$ cat src/rtl/audio_clkgen_pkg.sv
package audio_clkgen_pkg;

    typedef enum logic [1:0] {
        ST_WAIT = 2'd0,
        ST_ARM  = 2'd1,
        ST_RUN  = 2'd2
    } acg_state_e;

    // Master-clock cycles per bit: family base, x2 in single speed, x2 with the high divider.
    function automatic int unsigned cycles_per_bit(
        input int unsigned base_lo,
        input int unsigned base_hi,
        input logic        fam_hi,
        input logic        dbl_speed,
        input logic        hdiv
    );
        int unsigned n;
        n = fam_hi ? base_hi : base_lo;
        if (!dbl_speed) n = n * 2;
        if (hdiv)       n = n * 2;
        return n;
    endfunction

endpackage

$ cat src/rtl/acg_ctrl.sv
module acg_ctrl
    import audio_clkgen_pkg::*;
#(
    parameter int unsigned WAIT_CYC = 1024
) (
    input  logic clk,
    input  logic rst_n,
    input  logic strap_speed,
    input  logic strap_family,
    output logic cfg_dbl,
    output logic cfg_fam,
    output logic load,
    output logic run
);

    localparam int unsigned WCW = (WAIT_CYC > 1) ? $clog2(WAIT_CYC) : 1;

    acg_state_e         state_q, state_d;
    logic [WCW-1:0]     wcnt_q;
    logic               wdone;

    assign wdone = (wcnt_q == WCW'(WAIT_CYC - 1));

    // state register
    always_ff @(posedge clk or negedge rst_n) begin
        if (!rst_n) state_q <= ST_WAIT;
        else        state_q <= state_d;
    end

    // transitions
    always_comb begin
        state_d = state_q;
        unique case (state_q)
            ST_WAIT: if (wdone) state_d = ST_ARM;
            ST_ARM:  state_d = ST_RUN;
            ST_RUN:  state_d = ST_RUN;
            default: state_d = ST_WAIT;
        endcase
    end

    // outputs
    always_comb begin
        load = 1'b0;
        run  = 1'b0;
        unique case (state_q)
            ST_WAIT: load = wdone;
            ST_ARM:  run  = 1'b0;
            ST_RUN:  run  = 1'b1;
            default: run  = 1'b0;
        endcase
    end

    // strap window counter and strap latch
    always_ff @(posedge clk or negedge rst_n) begin
        if (!rst_n) begin
            wcnt_q  <= '0;
            cfg_dbl <= 1'b0;
            cfg_fam <= 1'b0;
        end else begin
            if (state_q == ST_WAIT && !wdone) wcnt_q <= wcnt_q + 1'b1;
            if (load) begin
                cfg_dbl <= strap_speed;
                cfg_fam <= strap_family;
            end
        end
    end

endmodule

$ cat src/rtl/acg_bit_div.sv
module acg_bit_div #(
    parameter int unsigned CW = 4
) (
    input  logic          clk,
    input  logic          rst_n,
    input  logic          run,
    input  logic [CW-1:0] div,
    output logic          sclk,
    output logic          wrap
);

    logic [CW-1:0] cnt_q;
    logic [CW:0]   half_up;
    logic          hi_pos;
    logic          hi_neg_q;
    logic          odd;

    assign odd     = div[0];
    assign half_up = ({1'b0, div} + 1'b1) >> 1;
    assign wrap    = run && (cnt_q == div - 1'b1);
    assign hi_pos  = ({1'b0, cnt_q} >= half_up);

    always_ff @(posedge clk or negedge rst_n) begin
        if (!rst_n)         cnt_q <= '0;
        else if (!run)      cnt_q <= '0;
        else if (wrap)      cnt_q <= '0;
        else                cnt_q <= cnt_q + 1'b1;
    end

    // Half-cycle extension for odd ratios: rise in the middle of the centre cycle.
    always_ff @(negedge clk or negedge rst_n) begin
        if (!rst_n) hi_neg_q <= 1'b0;
        else        hi_neg_q <= run && odd && (cnt_q == (div >> 1));
    end

    assign sclk = run && (hi_pos || hi_neg_q);

endmodule

$ cat src/rtl/acg_frame.sv
module acg_frame #(
    parameter int unsigned BITS = 64
) (
    input  logic clk,
    input  logic rst_n,
    input  logic run,
    input  logic wrap,
    input  logic load,
    input  logic div_in,
    output logic lrck,
    output logic frame_start,
    output logic div_sel
);

    localparam int unsigned BW = $clog2(BITS);

    logic [BW-1:0] bcnt_q;
    logic          last_bit;
    logic          boundary;

    assign last_bit = (bcnt_q == BW'(BITS - 1));
    assign boundary = run && wrap && last_bit;

    always_ff @(posedge clk or negedge rst_n) begin
        if (!rst_n) begin
            bcnt_q      <= BW'(BITS / 2);
            frame_start <= 1'b0;
            div_sel     <= 1'b0;
        end else begin
            if (!run)      bcnt_q <= BW'(BITS / 2);
            else if (wrap) bcnt_q <= bcnt_q + 1'b1;
            frame_start <= boundary;
            if (load || boundary) div_sel <= div_in;
        end
    end

    assign lrck = run && bcnt_q[BW-1];

endmodule

$ cat src/rtl/audio_clkgen.sv
module audio_clkgen
    import audio_clkgen_pkg::*;
#(
    parameter int unsigned WAIT_CYC    = 1024,
    parameter int unsigned BITS_FRAME  = 64,
    parameter int unsigned DIV_BASE_LO = 2,
    parameter int unsigned DIV_BASE_HI = 3
) (
    input  logic mclk,
    input  logic rst_n,
    input  logic strap_lr_level,
    input  logic strap_bit_level,
    input  logic div_hi,
    output logic sclk,
    output logic lrck,
    output logic sclk_oe,
    output logic lrck_oe,
    output logic frame_start
);

    localparam int unsigned MAX_DIV = 4 * ((DIV_BASE_HI > DIV_BASE_LO) ? DIV_BASE_HI : DIV_BASE_LO);
    localparam int unsigned CW      = $clog2(MAX_DIV + 1);

    logic          cfg_dbl, cfg_fam, load, run;
    logic          div_sel, wrap;
    logic [CW-1:0] div;

    acg_ctrl #(.WAIT_CYC(WAIT_CYC)) u_ctrl (
        .clk          (mclk),
        .rst_n        (rst_n),
        .strap_speed  (strap_lr_level),
        .strap_family (strap_bit_level),
        .cfg_dbl      (cfg_dbl),
        .cfg_fam      (cfg_fam),
        .load         (load),
        .run          (run)
    );

    always_comb begin
        div = CW'(cycles_per_bit(DIV_BASE_LO, DIV_BASE_HI, cfg_fam, cfg_dbl, div_sel));
    end

    acg_bit_div #(.CW(CW)) u_bit (
        .clk   (mclk),
        .rst_n (rst_n),
        .run   (run),
        .div   (div),
        .sclk  (sclk),
        .wrap  (wrap)
    );

    acg_frame #(.BITS(BITS_FRAME)) u_frame (
        .clk         (mclk),
        .rst_n       (rst_n),
        .run         (run),
        .wrap        (wrap),
        .load        (load),
        .div_in      (div_hi),
        .lrck        (lrck),
        .frame_start (frame_start),
        .div_sel     (div_sel)
    );

    assign sclk_oe = run;
    assign lrck_oe = run;

endmodule

$ cat config.mk
export PLATFORM = sky130hd
export DESIGN_NAME = audio_clkgen
export DESIGN_NICKNAME = d
export VERILOG_FILES = /design/src/rtl/audio_clkgen_pkg.sv /design/src/rtl/acg_ctrl.sv /design/src/rtl/acg_bit_div.sv /design/src/rtl/acg_frame.sv /design/src/rtl/audio_clkgen.sv
export SDC_FILE = /design/constraint.sdc
export NUM_CORES = 1
export LEC_CHECK = 0
export BUFFER_PORTS_ARGS = -buffer_cell sky130_fd_sc_hd__buf_2
export CAP_MARGIN = 25
export CORE_MARGIN = 10
export CORE_UTILIZATION = 54
export DETAILED_ROUTE_END_ITERATION = 16
export PLACE_DENSITY_LB_ADDON = 0.3
export SLEW_MARGIN = 10
export SYNTH_ARGS = -nofsm -noshare
export SYNTH_HDL_FRONTEND = slang
export SYNTH_SLANG_ARGS = --single-unit
$ cat constraint.sdc
create_clock -name mclk -period 2.35 [get_ports mclk]
set_clock_uncertainty 0.1 [all_clocks]
set_input_delay 0.235 -clock mclk [delete_from_list [all_inputs] [get_ports mclk]]
set_output_delay 0.235 -clock mclk [all_outputs]
set_load 0.01 [all_outputs]
; Yosys cells after proc, flatten, opt, wreduce, memory -nomap -nowiden
; Index checks and enable logic that the tools add are counted.
[word_totals]
output_inout_bits = 5
in_bits = 5
wordCells = 47
regBits = 27
[classes]
n_addsub = 5
eq_ne = 8
magnitude_cmp = 1
n_reduce_logical = 13
n_mux = 11
[ops]
columns = operator, n
row1 = 4-bit two-way mux, 3
row2 = 6-bit two-way mux, 2
row3 = "10-bit by 1-bit adder with 10-bit output, second input constant", 1
row4 = "10-bit == test, second input constant", 1
row5 = 1-bit logical AND, 8
row6 = "6-bit by 1-bit adder with 6-bit output, second input constant", 1
row7 = "6-bit == test, second input constant", 1
row8 = "4-bit by 1-bit adder with 5-bit output, second input constant", 1
row9 = "4-bit by 1-bit adder with 4-bit output, second input constant", 1
row10 = 4-bit by 3-bit == test with 1-bit output, 1
row11 = 4-bit == test, 1
row12 = 4-bit >= comparator, 1
row13 = "2-bit by 1-bit inequality test with 1-bit output, second input constant", 2
row14 = 2-bit case mux with 2 select lines, 1
row15 = "4-bit by 1-bit subtractor with 4-bit output, second input constant", 1
row16 = 1-bit two-way mux, 3
row17 = 3-bit two-way mux, 1
row18 = "2-bit by 1-bit == test with 1-bit output, second input constant", 1
row19 = "2-bit == test, second input constant", 1
row20 = 2-bit logical NOT, 1
row21 = 1-bit logical OR, 2
row22 = 2-bit two-way mux, 1
row23 = 2-bit OR reduction, 1
row24 = 1-bit logical NOT, 1

; Depth between registers and ports, before layout
[logic_depth]
word_depth = 9
mapped_depth = 12
ltp_nobuf = 11

; Hierarchy
; From an unflattened synthesis, not the netlist that was laid out.
[hier_totals]
cells_unflattened = 145
area_unflattened_um2 = 1594.0
[by_module_without_submodules]
columns = module, seq_area_each_um2, cells_per_inst, n_inst, area_per_inst_um2
row1 = acg_ctrl, 350.3, 58, 1, 708.2
row2 = acg_bit_div, 125.1, 50, 1, 474.2
row3 = acg_frame, 201.4, 30, 1, 365.4
row4 = audio_clkgen, 0.0, 7, 1, 46.3

==> summary.txt <==
Run status
  – Status: complete, but fails checks
  – Failing checks: negative setup slack

Global route
  – Vias in the first global route: 1221
  – GR Util All Layers: 12.60%
  – Initial antenna violation count: 0
  – Largest net degree at the start of global routing: 27
  – First-pass GRT wire length: 5554 um
  – GRT Residual Overflow: 0

Logic synthesis
  – Seq cells post-synth: 27
  – Avg Inst Size Synth: 10.14 sq um
  – Primary FF master, synth: dfrtp_1
  – Yosys warns: 0
  – Seq/Total Area, Yosys: 42.00%
  – Mapped cell area: 0.001612 sq mm
  – Unique masters post-synth: 44
  – EDFF count, synth: 0
  – Cells after Synth: 159
  – Ys async rst share: 100.0%
  – Syn Nets: 175

Setup path
  – CP max-delay cell: dfrtp_2
  – Crit-path max FO: 4
  – Largest stage delay, worst path: 0.47 ns
  – WP data required: 2.02 ns
  – Crit path DAT: 2.33 ns
  – Critical path, cell by cell: nor2_4, nor2_1, a21o_1, inv_2, ha_4, ha_1, nand2b_1, a21oi_2, nor2b_1, o21ai_1, a21boi_1, buf_2
  – Crit path kind: reg -> out
  – Startpoint Class: flip-flop
  – Reg2reg start: u_ctrl.cfg_dbl
  – CP Launch Point: u_ctrl.cfg_dbl
  – Crit. End Element: output pin

Floorplanning
  – Die ar.: 0.005570 sq mm
  – # IOs: 10
  – Placeable Area: 0.002805 sq mm
  – Initial Util: 57.45%
  – Placement Rows: 19
  – Die X-Extent: 74.63 um
  – Die Ht: 74.63 um

Placed design
  – Port bufs: 9
  – Post-DP HPWL: 2372 um
  – Global placement routability congestion: 0.8999
  – Placed Instance Area: 0.001783 sq mm

Run
  – Max_cap viols: 0

Timing
  – Fin. Hold Viols: 0
  – Final WS setup: -0.3124 ns
  – Slew margin rel.: 61.66%
  – Post-route minimum period: 2.662 ns
  – Worst-margin pin slew: 0.5738 ns
  – Period utilization: 113.3%
  – Unrepaired setup endpoints after global routing: true
  – Max Freq: 0.3756 GHz
  – Final setup fails: 1
  – Slew Limit Fails: 0

Final layout
  – ANT cells: 0
  – Most frequent cells in the layout: 23 x dfrtp_1, 21 x buf_4, 10 x xnor2_1, 10 x nand3_1
  – Most common cell after layout, fill and taps aside: dfrtp_1
  – Area Overhead vs Synth: 19.64%
  – Share of cells above drive strength 1: 29.03%
  – Fin util: 68.73%
  – Nets: 203
  – Post-route cell area: 0.001928 sq mm

Drt
  – Pre-Repair DR Iteration Count: 4
  – Via count: 1239
  – Routed vias/inst: 5.710
  – WL met3: 108 um
  – Post-route antenna net violation count: 0
  – DR WL/cell: 14.78 um
  – Initial drt markers: 109
  – Wire length on met2: 1570 um
  – Top layer in use: met4
  – Met1 wire length: 1452 um
  – Final wirelength: 3208 um
  – DRC Markers: 0

Clocking
  – Clock-pin slew on the worst setup and hold paths: 0.13 ns
  – TritonCTS clock tree: built
  – Worst-case clock buffer depth: 2
  – CTS Root Cell: clkbuf_4
  – Num CTS Buffers: 3
  – Worst-Skew Late Latency: 0.31 ns
  – CTS H-tree depth: 1
  – Clock Sinks: 27

Pwr
  – Leakage power: 0.9060 nW
  – Worst vdd ir: 0.0003748 V
  – Power Dens Cells: 347.6 mW/mm^2

Worst hold path
  – Min-Delay Path Class: in -> reg
  – Hold wc startpoint: strap_lr_level
## logic make-up after synthesis
group           Yosys count  share of synthesized area [%]
mux                       4                          2.795
fa+ha+maj                11                          8.540
compound gates           30                          14.52
simple gates             55                          18.87
xor+xnor                 15                          8.152
buf+inv                  17                          5.124
flops                    27                          42.00
## worst max-delay path: cells and delay by family (launching register included)
kind / cells / cell delay [ns]
AO/OA/AOI/OAI: 4 / 0.50
adder cells (fa/ha/maj): 2 / 0.44
buffers and inverters: 2 / 0.21
flip-flops: 1 / 0.47
AND/OR/NAND/NOR: 4 / 0.39
## cell type report
type,count,area (sq um)
repair buffers,32,224.0
well taps,31,38.79
fillers,217,877.1
inverters,8,30.03
flip-flops and latches,27,679.4
clock buffers,4,26.28
multi-input cells,115,929.6
## per-layer routing
layer	global-route usage [%]	vias to the layer above
met1	15.24	588
met5	0	-
met4	4.622	0
li1	-	620
met2	21.90	23
met3	2.234	8
## flip-flops by register name, summed over array words and instances (netlist names)
register and flops:
u_bit.cnt_q 4, u_frame.bcnt_q 6, u_ctrl.cfg_dbl 1, u_ctrl.state_q 2, u_bit.hi_neg_q 1, u_frame.frame_start 1, u_frame.div_sel 1, u_ctrl.wcnt_q 10
u_ctrl.cfg_fam 1
## timing repair
action                     in CTS  in global routing
hold endpoints to repair       25                  0
setup endpoints to repair      13                 13
hold buffers                    1                  0
gates resized for setup        10                  8
pin swaps                       8                  9
setup buffers                   3                  4
## report_power, final
part	internal (W)	leakage, nW	switching [W]
Combinational	0.00000455	0.539	0.00000958
Clock	0.0000662	0.0150	0.000125
Sequential	0.000465	0.352	0
## cells in the mapped netlist, drive strengths merged (2+ instances only)
library cell | count | area share [%]
inv | 8 | 1.9
nand2 | 8 | 1.9
o211ai | 4 | 2.2
a21oi | 3 | 0.93
and2 | 2 | 0.78
dfrtp | 25 | 39
ha | 11 | 8.5
mux2 | 4 | 2.8
and3 | 7 | 2.7
xnor2 | 11 | 6.0
nand4 | 6 | 2.3
clkbuf | 4 | 1.0
o31ai | 4 | 1.9
nand3 | 10 | 3.1
or4 | 3 | 1.4
nor2 | 6 | 1.4
o21ai | 7 | 2.2
a21boi | 4 | 1.9
buf | 5 | 2.3
nand2b | 3 | 1.2
xor2 | 4 | 2.2
nand3b | 2 | 0.93
or2 | 2 | 0.78
nor2b | 3 | 1.2
## per-stage QoR
step	hold slack [ns]	worst slack, ns	setup TNS (ns)	instances	total power, W
floorplan	-0.1606	-0.005453	-0.005453	159	0.0004737
global placement	0.1633	-0.05222	-0.1795	205	0.0004866
detailed placement	0.1729	-0.07489	-0.2900	205	0.0004872
CTS	0.03151	-0.2588	-0.2625	213	0.0006831
global route	0.01560	-0.4879	-1.106	217	0.0007000
finish	0.04295	-0.3124	-0.3124	217	0.0006702
## worst paths after layout
check / end / depth (start not counted) / slack (ns)
hold / removal: u_ctrl.cfg_dbl / 3 / 0.04
setup reg to reg: u_frame.div_sel / 10 / 0.02
min in group asynchronous: u_frame.bcnt_q[3] / 3 / 0.35
setup / recovery: sclk / 12 / -0.31
max in group asynchronous: u_bit.hi_neg_q / 2 / 0.84
hold reg to reg: u_ctrl.wcnt_q[9] / 1 / 0.39
Note: power is estimated with default switching activity, not from simulation.
